[src/rtl/dbg_seq_pkg.sv]
package dbg_seq_pkg;
  localparam int TGT_W = 2;
  localparam int ST_W  = 3;

  typedef enum logic [ST_W-1:0] {
    ST_IDLE  = 3'd0,
    ST_A1    = 3'd1,
    ST_A2    = 3'd2,
    ST_A3    = 3'd3,
    ST_FINAL = 3'd4
  } seqState_t;

  // strobes from control to datapath
  typedef struct packed {
    logic armLoad;
    logic armDrop;
    logic brkFire;
    logic trigFire;
  } seqStrobe_t;
endpackage

[src/rtl/dbg_seq_datapath.sv]
module dbg_seq_datapath
  import dbg_seq_pkg::*;
#(
  parameter int NUM_CH = 4
) (
  input  logic                    clk,
  input  logic                    rstN,
  input  logic [NUM_CH-1:0]       chMatch,
  input  logic [NUM_CH-1:0]       chToSeq,
  input  logic [TGT_W*NUM_CH-1:0] chTarget,
  input  logic [NUM_CH-1:0]       chBrkEn,
  input  seqStrobe_t              stb,
  output logic                    seqHit,
  output logic [TGT_W-1:0]        seqTarget,
  output logic                    brkHit,
  output logic                    armed,
  output logic                    brkReq,
  output logic                    traceTrig
);
  logic [NUM_CH-1:0] seqQual;
  logic [NUM_CH-1:0] brkQual;

  // qualify each channel's match against its two enables
  for (genvar g = 0; g < NUM_CH; g++) begin : g_chan
    assign seqQual[g] = chMatch[g] & chToSeq[g];
    assign brkQual[g] = chMatch[g] & chBrkEn[g];
  end

  assign brkHit = |brkQual;

  // lowest-index sequencing channel wins
  always_comb begin
    seqHit    = 1'b0;
    seqTarget = '0;
    for (int i = NUM_CH - 1; i >= 0; i--) begin
      if (seqQual[i]) begin
        seqHit    = 1'b1;
        seqTarget = chTarget[TGT_W*i +: TGT_W];
      end
    end
  end

  always_ff @(posedge clk or negedge rstN) begin
    if (!rstN) begin
      armed     <= 1'b0;
      brkReq    <= 1'b0;
      traceTrig <= 1'b0;
    end else begin
      if (stb.armLoad)      armed <= 1'b1;
      else if (stb.armDrop) armed <= 1'b0;
      brkReq    <= stb.brkFire;
      traceTrig <= stb.trigFire;
    end
  end
endmodule

[src/rtl/dbg_seq_ctrl.sv]
module dbg_seq_ctrl
  import dbg_seq_pkg::*;
(
  input  logic             clk,
  input  logic             rstN,
  input  logic             armSet,
  input  logic             armClr,
  input  logic             swTrig,
  input  logic             traceEn,
  input  logic             traceDone,
  input  logic             brkOnEnd,
  input  logic             armed,
  input  logic             seqHit,
  input  logic [TGT_W-1:0] seqTarget,
  input  logic             brkHit,
  output seqStrobe_t       stb,
  output logic [ST_W-1:0]  seqState
);
  seqState_t curSt, nxtSt;
  logic      goFinal;

  always_comb begin
    nxtSt   = curSt;
    stb     = '0;
    goFinal = 1'b0;
    if (armClr) begin
      nxtSt       = ST_IDLE;
      stb.armDrop = 1'b1;
    end else begin
      unique case (curSt)
        ST_IDLE: begin
          if (!armed && armSet) begin
            nxtSt       = ST_A1;
            stb.armLoad = 1'b1;
          end else if (armed && traceDone) begin
            stb.armDrop = 1'b1;
            stb.brkFire = brkOnEnd;
          end
        end
        ST_A1, ST_A2, ST_A3: begin
          stb.brkFire = brkHit;
          if (swTrig) begin
            goFinal = 1'b1;
          end else if (seqHit) begin
            if (seqTarget == '0) goFinal = 1'b1;
            else                 nxtSt   = seqState_t'({1'b0, seqTarget});
          end
          if (goFinal) begin
            nxtSt        = ST_FINAL;
            stb.trigFire = traceEn;
            if (!traceEn) stb.brkFire = stb.brkFire | brkOnEnd;
          end
        end
        ST_FINAL: begin
          nxtSt = ST_IDLE;
          if (!traceEn) stb.armDrop = 1'b1;
        end
        default: nxtSt = ST_IDLE;
      endcase
    end
  end

  always_ff @(posedge clk or negedge rstN) begin
    if (!rstN) curSt <= ST_IDLE;
    else       curSt <= nxtSt;
  end

  assign seqState = curSt;
endmodule

[src/rtl/dbg_seq_top.sv]
module dbg_seq_top
  import dbg_seq_pkg::*;
#(
  parameter int NUM_CH = 4
) (
  input  logic                  clk,
  input  logic                  rstN,
  input  logic                  armSet,
  input  logic                  armClr,
  input  logic                  swTrig,
  input  logic [NUM_CH-1:0]     chMatch,
  input  logic [NUM_CH-1:0]     chToSeq,
  input  logic [2*NUM_CH-1:0]   chTarget,
  input  logic [NUM_CH-1:0]     chBrkEn,
  input  logic                  traceEn,
  input  logic                  traceDone,
  input  logic                  brkOnEnd,
  output logic [2:0]            seqState,
  output logic                  armed,
  output logic                  brkReq,
  output logic                  traceTrig
);
  seqStrobe_t       stb;
  logic             seqHit;
  logic [TGT_W-1:0] seqTarget;
  logic             brkHit;

  dbg_seq_ctrl u_ctrl (
    .clk(clk), .rstN(rstN), .armSet(armSet), .armClr(armClr),
    .swTrig(swTrig), .traceEn(traceEn), .traceDone(traceDone),
    .brkOnEnd(brkOnEnd), .armed(armed), .seqHit(seqHit),
    .seqTarget(seqTarget), .brkHit(brkHit), .stb(stb),
    .seqState(seqState)
  );

  dbg_seq_datapath #(.NUM_CH(NUM_CH)) u_dp (
    .clk(clk), .rstN(rstN), .chMatch(chMatch), .chToSeq(chToSeq),
    .chTarget(chTarget), .chBrkEn(chBrkEn), .stb(stb),
    .seqHit(seqHit), .seqTarget(seqTarget), .brkHit(brkHit),
    .armed(armed), .brkReq(brkReq), .traceTrig(traceTrig)
  );
endmodule

[config.mk]
export PLATFORM = sky130hd
export DESIGN_NAME = dbg_seq_top
export DESIGN_NICKNAME = d
export VERILOG_FILES = /design/src/rtl/dbg_seq_pkg.sv /design/src/rtl/dbg_seq_datapath.sv /design/src/rtl/dbg_seq_ctrl.sv /design/src/rtl/dbg_seq_top.sv
export SDC_FILE = /design/constraint.sdc
export NUM_CORES = 1
export LEC_CHECK = 0
export CORE_AREA = 2 2 39 41
export CTS_CLUSTER_DIAMETER = 200
export CTS_CLUSTER_SIZE = 10
export DETAILED_ROUTE_END_ITERATION = 10
export DIE_AREA = 0 0 41 43
export DONT_BUFFER_PORTS = 1
export GPL_ROUTABILITY_DRIVEN = 1
export PLACE_DENSITY_LB_ADDON = 0.08
export SYNTH_ARGS = -nofsm -noshare
export SYNTH_HDL_FRONTEND = slang
export SYNTH_SLANG_ARGS = --single-unit
[constraint.sdc]
create_clock -name clk -period 1.4 [get_ports clk]
set_clock_uncertainty 0.05 [all_clocks]
set_input_delay 0.28 -clock clk [delete_from_list [all_inputs] [get_ports clk]]
set_output_delay 0.28 -clock clk [all_outputs]
set_load 0.005 [all_outputs]
# Yosys cells after proc, flatten, opt, wreduce, memory -nomap -nowiden

Index checks and enable logic that the tools add are counted.

Latch bits: 0
Word-level logic and storage cells: 65
Bits in read-only memories: 0
Bits in writable memories: 0
Flip-flop bits (word level): 6
Output and inout port bits: 6
Memories: 0

$mul: 0
Bitwise logic cells: 9
Add/sub/neg operators: 0
Shift operators: 0
Divide/modulo/power cells: 0
Reductions and logical operators: 9
Magnitude comparators: 0
Mux-type cells: 35
Eq/ne operators: 8

Operator list:

| cell                                                  | count |
|---|---|
| 2-to-1 mux 1 bit                                      | 18 |
| 2-to-1 mux 3 bit                                      | 6 |
| 2-to-1 mux 2 bit                                      | 8 |
| bitwise AND 1 bit                                     | 8 |
| inequality test 4 x 3 -> 1 bit, second input constant | 2 |
| equality test 3 x 2 -> 1 bit, second input constant   | 2 |
| case mux 3 bit (2 select lines)                       | 1 |
| inequality test 4 bit, second input constant          | 1 |
| case mux 1 bit (2 select lines)                       | 2 |
| AND reduction 4 bit                                   | 1 |
| OR reduction 4 bit                                    | 1 |
| equality test 3 x 1 -> 1 bit, second input constant   | 1 |
| equality test 3 bit, second input constant            | 1 |
| zero test 3 bit                                       | 1 |
| inequality test 3 x 2 -> 1 bit, second input constant | 1 |
| OR reduction 3 bit                                    | 1 |
| logical AND 1 bit                                     | 2 |
| zero test 2 bit                                       | 1 |
| nonzero test 2 bit                                    | 1 |
| zero test 1 bit                                       | 1 |
| bitwise OR 1 bit                                      | 1 |

# Logic depth before layout (Yosys ltp)

Word-level depth: 14
Depth in mapped cells: 5
Gate-level depth less buffers: 5

# Cells and area by module

From an unflattened synthesis, not the netlist that was laid out.

Cells, all modules: 55
Area, all modules: 454.2 um2

Modules (own cells, without submodules):

| module           | area each (um2) | cells an instance | times used |
|---|---|---|---|
| dbg_seq_ctrl     | 256.5           | 31                | 1 |
| dbg_seq_datapath | 197.7           | 24                | 1 |

# Worst setup path after synthesis

No wires, ideal clock.

Path kind: input to register
Start: input chTarget[3]
End: register u_dp.traceTrig
Data required time: 1.252 ns
Cell stages on the path: 5
Setup slack: 0.119 ns
Arrival: 1.133 ns
Path buffers: 0
Library setup time: 0.098 ns
Path through: nand3b_1 o2111ai_2 o211a_4 a21oi_2 nor4bb_2

RTL lines:

| item                 | line                   | text |
|---|---|---|
| start, declared      | dbg_seq_top.sv:13      | `input logic [2*NUM_CH-1:0] chTarget,` |
| end signal, assigned | dbg_seq_datapath.sv:52 | `traceTrig <= stb.trigFire;` |
| end, declared        | dbg_seq_datapath.sv:18 | `output logic traceTrig` |

==> reports/summary.txt <==
TritonCTS Buffers = 3
Filler cells = 140
crit end category = register
Vias/cell = 6.04
post-DR wirelength/cell = 15.8 um
Cell Area, Placed = 541 sq um
Met2 Wirelength = 676 um
RR Endpoint = u_dp.brkReq
initial core utilization = 34.4%
unrepaired setup endpoints after global routing = false
largest net degree at the start of global routing = 7
final instance area = 576 sq um
Post-synth top cells = dfrtp_1 (6), nand3_1 (6), a21oi_1 (5), nand2_1 (5), nor2_1 (4)
initial DRC count = 3
Least-Margin Pin Slew = 0.405 ns
chip height = 43 um
Synth-to-Final Area Change = 21.1%
Finish-stage setup viols = 0
pre-CTS WS = 0.0343 ns
total setup buffers inserted after CTS = 0
post-route DRC violation count = 0
die width = 41 um
PnR Total Power = 0.497 mW
CP Launch Point = u_ctrl.seqState[1]
worst reg2reg path depth = 6
min Tclk post-route = 1.31 ns
area occupied by registers = 150 sq um
CTS Root Buffer Type = clkbuf_4
Async S/R FF share, synth = 100%
period utilization = 93.5%
Yosys cell types = 26
total I/O pin count = 34
Slew Viols, Final = 0
Worst setup SP type = register
cell leakage power = 0.227 nW
syn_nets = 79
prevailing post-synth register cell = dfrtp_1
overflow left after global routing = 0
Ys Warns = 0
Synth Register Bits = 6
Worst EP arrival = 1.39 ns
Min Hold Slack = 0.0688 ns
DRT Pass-1 Iters = 4
Worst-path clk slew = 0.04 ns
clock latency on the worst-skew pair = 0.23 ns
worst setup margin = 0.0912 ns
Critical Path End = u_dp.brkReq
Netlist Area Pre-Place = 475 sq um
total track usage = 13.1%
Hold Path Class = input port to register
core area = 1380 sq um
number of diodes = 0
clk buf depth = 2
setup_tns = 0 ns
number of synthesized flops with an enable pin = 0
area share of the leading cell type in the synthesized netlist = 31.6%
status = complete, no violations
vias in the first global route = 459
Die ar. = 1760 sq um
Mapped Cells = 51
Max IR drop VDD = 0.464 mV
Post-DP HPWL = 1.06 mm
Crit Path Class = register to register
Final GP Congestion = 0.803
Routed Antenna Nets = 0
final wirelength = 1.22 mm
setup slack, reg-to-reg = 0.09 ns
Peak Freq = 0.764 GHz
Worst R2R Start = u_ctrl.seqState[1]
Max Cap Viol = 0
Critical Path RT = 1.48 ns
Synth Area per Inst = 9.32 sq um
top post-synthesis cells by area = dfrtp_1 (32%), nand3_1 (6.3%), o221ai_4 (5.5%)
CTS sink cnt = 6
endpoints failing hold = 0
CTS tree = done
wire length on met1 = 455 um
routed vias = 465
first-pass GRT wire length = 1.59 mm
Layout Nets = 91
CTS H-tree depth = 1
Port Buffers = 0
Seq/Total Area, Yosys = 31.6%
Max FO, Critical Path = 3
antenna violations before repair = 0
area leader, netlist = dfrtp_1
DR WL met3 = 86 um
PD cells = 863 nW/um^2
row cnt = 14
Highest Signal Layer = met3
Max-slew headroom = 72.6%
Multi-input gate area = 328 sq um
share of post-route cells with drive strength above 1 = 27.9%
## layout by cell type (no fill, tap or decap), types with 2 or more instances in the layout
master and instances:
a21oi_1 5, buf_4 6, clkbuf_4 3, dfrtp_1 6
nand2_1 5, nand3_1 6, nand3b_1 3, nor2_1 3
nor4b_1 2, o21ai_0 2
## metal layers
metal,GRT usage (%),vias to the layer above
li1,-,224
met1,12.2,220
met2,25.9,21
met3,1.57,0
met4,4.00,0
met5,0,-
## final cells by class
class | count | share of cell area [%]
repair buffers | 7 | 9.57
clock buffers | 3 | 3.91
flip-flops and latches | 6 | 26.1
well taps | 16 | 3.48
multi-input cells | 45 | 57.0
## sequential cells by signal, summed over array words and instances, names as in the netlist
name and count:
u_dp.traceTrig 1, u_ctrl.seqState 3, u_dp.armed 1, u_dp.brkReq 1
## report_power, final
part | switching [mW] | internal [mW]
clock | 0.0478 | 0.0960
combinational | 0.0745 | 0.0788
sequential | 0.0117 | 0.188
total | 0.134 | 0.363
## cells by family after synthesis
kind of cell	share of synthesized area [%]
AO/OA/AOI/OAI	35.0
AND/OR/NAND/NOR	33.4
flip-flops	31.6
## worst min path at each step
stage,endpoint,startpoint,cells past startpoint
3_5_place_dp,u_dp.armed,rstN,0
3_3_place_gp,u_ctrl.seqState[2],rstN,0
4_1_cts,u_dp.armed,armClr,1
2_1_floorplan,u_ctrl.seqState[0],rstN,0
6_report,u_dp.armed,armClr,1
5_1_grt,u_dp.armed,armClr,1
## timing repair
item / 4_1_cts / 5_1_grt
hold buffers: 1 / 0
endpoints found under the hold margin: 6 / 0
gates resized for setup: 0 / 1
setup endpoints to repair: 0 / 1
## critical path, stage by stage, from the launching register on
cell	delay, ns
dfrtp_1	0.38
nor2_2	0.17
buf_4	0.14
nand4_1	0.08
o21ai_0	0.09
a21oi_1	0.06
a21boi_0	0.23
## through the flow
stage	utilization, %	std cells
floorplan	-	51
global placement	39.1	73
detailed placement	39.1	73
CTS	41.4	77
global route	41.6	77
finish	41.6	77
(Power assumes the default switching activity.)
